### src/rtl/dma_pair_seq.sv
module dma_pair_seq #(
  parameter int CW = 16
) (
  input  logic        clk,
  input  logic        rst_n,
  input  logic        reg_wr,
  input  logic [1:0]  reg_addr,
  input  logic [31:0] reg_wdata,
  output logic [31:0] reg_rdata,
  output logic        src_rd,
  input  logic [31:0] src_rdata,
  output logic        dst_wr,
  output logic [31:0] dst_addr,
  output logic [31:0] dst_wdata,
  output logic        busy,
  output logic        done,
  output logic        done_slot
);
  localparam logic [CW-1:0] ONE = CW'(1);

  logic [1:0][29:0]   base_q;
  logic [1:0][CW-1:0] len_q;
  logic [1:0]         en_q, sw_q;
  logic               act_q, cur_q, nxt_q;
  logic [CW-1:0]      cnt_q;
  logic [29:0]        ptr_q;

  logic wslot, wr_ok, cand, idle_go, last;
  logic [31:0] w;

  assign wslot   = reg_addr[1];
  assign wr_ok   = reg_wr && !(act_q && cur_q == wslot);
  assign cand    = en_q[nxt_q] ? nxt_q : ~nxt_q;
  assign idle_go = !act_q && en_q[cand] && !(reg_wr && wslot == cand);
  assign last    = act_q && cnt_q == ONE;

  always_ff @(posedge clk) begin
    if (!rst_n) begin
      base_q <= '0;
      len_q  <= '0;
      en_q   <= '0;
      sw_q   <= '0;
      act_q  <= 1'b0;
      cur_q  <= 1'b0;
      nxt_q  <= 1'b0;
      cnt_q  <= '0;
      ptr_q  <= '0;
    end else begin
      if (wr_ok) begin
        if (!reg_addr[0]) begin
          base_q[wslot] <= reg_wdata[31:2];
        end else begin
          en_q[wslot]  <= reg_wdata[31];
          sw_q[wslot]  <= reg_wdata[28];
          len_q[wslot] <= reg_wdata[CW-1:0];
        end
      end
      if (idle_go) begin
        if (len_q[cand] == '0) begin
          en_q[cand] <= 1'b0;
          nxt_q      <= ~cand;
        end else begin
          act_q <= 1'b1;
          cur_q <= cand;
          cnt_q <= len_q[cand];
          ptr_q <= base_q[cand];
        end
      end
      if (act_q) begin
        ptr_q <= ptr_q + 30'd1;
        cnt_q <= cnt_q - ONE;
        if (last) begin
          act_q       <= 1'b0;
          en_q[cur_q] <= 1'b0;
          nxt_q       <= ~cur_q;
        end
      end
    end
  end

  always_comb begin
    if (!reg_addr[0]) begin
      reg_rdata = {base_q[wslot], 2'b00};
    end else begin
      reg_rdata = '0;
      reg_rdata[31] = en_q[wslot];
      reg_rdata[28] = sw_q[wslot];
      reg_rdata[CW-1:0] = len_q[wslot];
    end
  end

  assign w         = src_rdata;
  assign src_rd    = act_q;
  assign dst_wr    = act_q;
  assign dst_addr  = {ptr_q, 2'b00};
  assign dst_wdata = sw_q[cur_q] ? {w[7:0], w[15:8], w[23:16], w[31:24]} : w;
  assign busy      = act_q;
  assign done      = last;
  assign done_slot = cur_q;

  p_clear_on_done_r4: assert property (@(posedge clk) disable iff (!rst_n)
    done |=> !en_q[$past(done_slot)]);
  p_single_done_r4: assert property (@(posedge clk) disable iff (!rst_n)
    done |=> !done);
  p_addr_step_r6: assert property (@(posedge clk) disable iff (!rst_n)
    (dst_wr && !done) |=> (dst_wr && dst_addr == $past(dst_addr) + 32'd4));
  p_start_needs_en_r3: assert property (@(posedge clk) disable iff (!rst_n)
    $rose(busy) |-> $past(en_q != 2'b00));
  p_locked_r9: assert property (@(posedge clk) disable iff (!rst_n)
    (busy && $past(busy)) |-> ($stable(base_q[cur_q]) && $stable(len_q[cur_q])));
  p_zero_skip_r8: assert property (@(posedge clk) disable iff (!rst_n)
    (!busy && en_q[cand] && len_q[cand] == '0 && !(reg_wr && wslot == cand)) |=> !busy);
endmodule

### config.mk
export PLATFORM = sky130hd
export DESIGN_NAME = dma_pair_seq
export DESIGN_NICKNAME = d
export VERILOG_FILES = /design/src/rtl/dma_pair_seq.sv
export SDC_FILE = /design/constraint.sdc
export NUM_CORES = 1
export LEC_CHECK = 0
export ABC_AREA = 1
export BUFFER_PORTS_ARGS = -buffer_cell sky130_fd_sc_hd__buf_4
export CAP_MARGIN = 25
export CORE_AREA = 4 4 176 178
export CTS_CLUSTER_SIZE = 12
export DETAILED_ROUTE_END_ITERATION = 10
export DIE_AREA = 0 0 180 182
export PLACE_DENSITY_LB_ADDON = 0.05
export SETUP_SLACK_MARGIN = 0.3
export SLEW_MARGIN = 20
export SYNTH_ARGS = -nofsm -noshare
export SYNTH_HDL_FRONTEND = slang
export SYNTH_SLANG_ARGS = --single-unit
### constraint.sdc
create_clock -name clk -period 2.58 [get_ports clk]
set_clock_uncertainty 0.2 [all_clocks]
set_input_delay 0.129 -clock clk [delete_from_list [all_inputs] [get_ports clk]]
set_output_delay 0.129 -clock clk [all_outputs]
set_load 0.03 [all_outputs]
# After elaboration in Yosys (flattened, before gate mapping)
# Cells that the tools add are included.
# op_classes
add_sub_neg	2
n_mul	0
div_mod_pow	0
magnitude_cmp	7
n_eq_ne	4
n_shift	0
muxes	57
bitwise_logic	9
reduce_logical	18
# ops
op	n
$mux W30	8
$mux W16	8
$mux W32	2
$bwmux W60	1
$bwmux W32	1
$add A30 B1 Y30 const B	1
$demux W30 S1	1
$mux W1	22
$demux W16 S1	1
$eq A16 B1 Y1 const B	1
$logic_not A16 Y1	1
$mux W2	8
$sub A16 B1 Y16 const B	1
$logic_and A1 B1 Y1	9
$lt A1 B2 Y1 const B	4
$reduce_and A2 Y1	4
$not A1 Y1	5
$and A2 B2 Y2	2
$bwmux W2	2
$not A2 Y2	2
$demux W1 S1	3
$ge A1 B1 Y1 const B	3
$logic_not A1 Y1	3
$eq A1 B1 Y1	2
2 further kinds	2
# word_totals
ff_bits	145
latch_bits	0
ramBits	0
rom_bits	0
inputBits	69
out_inout_bits	101
elab_cells	108
n_memories	0

# Depth between registers and ports, before layout
# depth
word_depth	15
ltp_mapped	15
mapped_depth_nobuf	14

# Least setup slack after synthesis
# OpenSTA, ideal clock, no wires.
# synth_timing
path_kind	register to register
start	register ptr_q[1]
end	register ptr_q[24]
setup_time_ns	0.113
arrival_time_ns	1.981
required_ns	2.267
path_slack_ns	0.286
stages_incl_launch_ff	13
path_buffers	0
period_less_slack_ns	2.294
cell_sequence	dfxtp_1 > ha_1 > nand2_1 > nor2_1 > nand2_1 > nor2_1 > nand2_1 > nor2_1 > nand3_1 > nand3_1 > nand2_1 > nor2_1 > nor2_1
# synth_via
elab_chain_cells	2
# synth_lines
item	line	text
start, declared	26	logic [29:0] ptr_q;
start signal, assigned	66	ptr_q <= base_q[cand];
start signal, assigned	70	ptr_q <= ptr_q + 30'd1;
$add A30 B1 Y30	70	
$mux W30	69	if (act_q) begin
# Every way passes these cells.
# A chain may end at the register's enable or synchronous reset.

# Worst setup path after layout
# layout_timing
start	register cnt_q[0]
end	output done
# layout_via
elab_chain_cells	2
# layout_lines
item	line	text
start, declared	25	logic [CW-1:0] cnt_q;
start signal, assigned	65	cnt_q <= len_q[cand];
start signal, assigned	71	cnt_q <= cnt_q - ONE;
$eq A16 B1 Y1	35	assign last = act_q && cnt_q == ONE;
$logic_and A1 B1 Y1	35	
end, declared	16	output logic done,
# Every way passes these cells.

==> metrics.csv <==
stage,metric,value,unit
layout,multi-input logic area,4910,sq um
clock_tree,H-tree levels,4,
global_routing,all-layer global routing usage,19.8,%
setup_path,CP Class,reg2out,
yosys,Ys Warns,0,
layout,NumNets Final,1662,
route,DRT antenna net count,0,
sta,RSZ-0062 raised after global routing,true,
sta,"Min Clock Period, post-route",2.17,ns
yosys,area fraction of the dominant cell type after synthesis,33.3,%
sta,setup TNS,0,ns
clock_tree,clk sinks,145,
run_status,status,finished clean,
setup_path,Max Fanout on Critical Path,5,
floorplanning,Top-Level Pins,170,
yosys,"Top FF cell, synth",dfxtp_1,
yosys,Synth area leader,dfxtp_1,
sta,Worst slew margin,63.6,%
yosys,cell count after synthesis,1414,
layout,fraction of layout cells with a size suffix above 1,19.0,%
power_and_ir_drop,peak supply drop,0.414,mV
clock_tree,Clock Path Buffers,2,
global_routing,vias in the first global route,8750,
global_routing,GRT Residual Overflow,0,
yosys,Post-synth ARST share,0,%
layout,fillers,3209,
run,max cap viols,0,
route,DR pass1 iterations,4,
sta,period utilisation layout,84.2,%
route,Vias/cell,4.80,
yosys,cell area after synthesis,8730,sq um
sta,count of pins over their slew limit,0,
sta,final setup fails,0,
floorplanning,Starting Density,29.7,%
place,Port-buffer cells,167,
route,DR iter-0 viols,514,
setup_path,CP peak stage delay,0.40,ns
clock_tree,total CTS buffers,17,
floorplanning,die area,32800,sq um
sta,"Hold Violations, Final",0,
route,total number of vias,9570,
yosys,synth unique cells,33,
power_and_ir_drop,pwr dens,603,nW/um^2
yosys,most common cell in the netlist,nand2_1,
layout,number of diodes,0,
place,Post-DP HPWL,24300,microns
min_path,min-delay src,reg_wr,
setup_path,CP max-delay cell,dfxtp_2,
setup_path,Worst path top cell family by delay,simple AND/OR/NAND/NOR gates,
setup_path,worst-path cell chain,ha_1 -> nand2_1 -> nor3_1 -> nand4_1 -> nor2_4 -> buf_4,
layout,design area,11600,sq um
setup_path,Worst Setup SP,cnt_q[0],
setup_path,Critical path buffers and inverters,1,
min_path,worst hold path class,in2reg,
yosys,"Seq/Total Area, Yosys",33.3,%
setup_path,r2r startpoint,en_q[0],
layout,P&R area growth vs syn,32.7,%
route,Post-route DRC,0,
floorplanning,Row Count,63,
setup_path,CP required,2.25,ns
floorplanning,Die Y-Extent,182,microns
clock_tree,"CTS clk-pin slew, worst paths",0.07,ns
setup_path,Worst setup SP type,register,
clock_tree,CTS tree,yes,
floorplanning,Die Width,180,microns
yosys,Commonest cells post-synth,"nand2_1 (288), o21ai_0 (194), a21oi_1 (179)",
power_and_ir_drop,P_leak,5.03,nW
place,RePlAce Congestion,0.876,
layout,FF/Latch Area,2920,sq um
yosys,"EDFF count, synth",0,
clock_tree,clock latency at the later pin of the worst-skew pair,0.42,ns
global_routing,initial antenna violation count,0,
clock_tree,clock root buffer,clkbuf_16,
floorplanning,core area,29400,sq um
yosys,Avg Synthesized Cell Area,6.17,sq um
setup_path,CP endpoint kind,primary output,
sta,Slew @ Worst Pin,0.541,ns
place,DP Area,10400,sq um
route,DR WL/cell,17.1,microns
global_routing,largest net degree at the start of global routing,105,
yosys,Area contributors post-synth,"dfxtp_1 (33%), nand2_1 (12%), o21ai_0 (11%), a21oi_1 (10%), inv_1 (7.2%)",
setup_path,worst path arrival time,1.84,ns
yosys,Seq cells post-synth,145,
sta,fmax,0.460,GHz
route,Routed Wire Length,34000,microns
global_routing,first-pass GRT wire length,51700,microns
-- worst min-delay path, cell delays in order --
cell and delay, ns:
buf_4 0.11, nand3_1 0.08, nand2_1 0.12, inv_2 0.10
nand3_1 0.10, a21oi_1 0.06
-- through the flow --
stage                     setup slack (ns)  utilization, %  power [mW]  cells  hold slack (ns)
after CTS                            0.264            38.6        6.99   1985            0.135
after global routing                 0.276            39.4        7.38   1993            0.164
final                                0.407            39.4        6.98   1993            0.130
after global placement               0.233            35.4        4.51   1920            0.218
after floorplan                      0.343               -        3.80   1415            0.122
after detailed placement             0.205            35.4        4.51   1920            0.224
-- power by group --
part / internal (mW) / total [mW] / switching, mW / leakage, nW
combinational: 0.733 / 2.02 / 1.29 / 3.57
sequential: 2.40 / 2.55 / 0.150 / 1.19
clock: 1.29 / 2.41 / 1.12 / 0.272
total: 4.42 / 6.98 / 2.56 / 5.03
-- routing by layer --
| layer | part of all wire [%] | vias to the layer above | wire [microns] | global-route usage, % |
|---|---|---|---|---|
| met5 | 0 | - | 0 | 0 |
| met2 | 42 | 252 | 14300 | 29.1 |
| li1 | - | 4963 | - | - |
| met4 | 1.3 | 0 | 452 | 4.33 |
| met1 | 52 | 4336 | 17600 | 30.1 |
| met3 | 4.8 | 19 | 1640 | 3.53 |
-- cells in the final DEF, fill, tap and decap left out, types with 9 or more instances in the layout --
master	n
nor2_1	149
xor2_1	10
clkbuf_16	20
a21oi_1	179
dfxtp_1	133
nand2_1	283
dfxtp_2	10
o221ai_1	16
nand4_1	9
o21ai_0	191
nor2_2	17
inv_1	166
nand3_1	85
dlygate4sd3_1	33
buf_4	200
-- logic make-up after synthesis --
kind of cell    synth area share, %
other cells                  0.0430
simple gates                   28.1
buf+inv                        12.2
compound gates                 24.3
xor+xnor                       1.50
flops                          33.3
fa+ha+maj                     0.430
mux                           0.115
-- final timing paths --
path                                    to  cells after the start  slack (ns)
worst max-delay path                  done                      6        0.41
worst min-delay path             done_slot                      6        0.13
worst max register to register    ptr_q[6]                     10        0.41
worst min register to register  base_q[19]                      2        0.26
-- cell type report --
class                   instances  area share, %
clock buffers                  18           3.79
well taps                     390           4.21
repair buffers                244           17.6
flip-flops and latches        145           25.2
inverters                     173           5.69
clock inverters                14           1.05
multi-input cells            1009           42.4
-- flip-flops by register name, indices dropped and copies added, names as in the netlist --
signal,count
base_q,60
len_q,32
sw_q,2
busy,1
ptr_q,30
cnt_q,16
done_slot,1
en_q,2
nxt_q,1
-- what timing repair did --
item,in CTS,in global routing
pin swaps,0,10
gates resized for setup,7,44
cloned,0,4
setup endpoints to repair,46,51
hold buffers,33,0
buffers inserted,0,4
endpoints found under the hold margin,101,0
No activity file was read; power rests on OpenSTA's default activity.
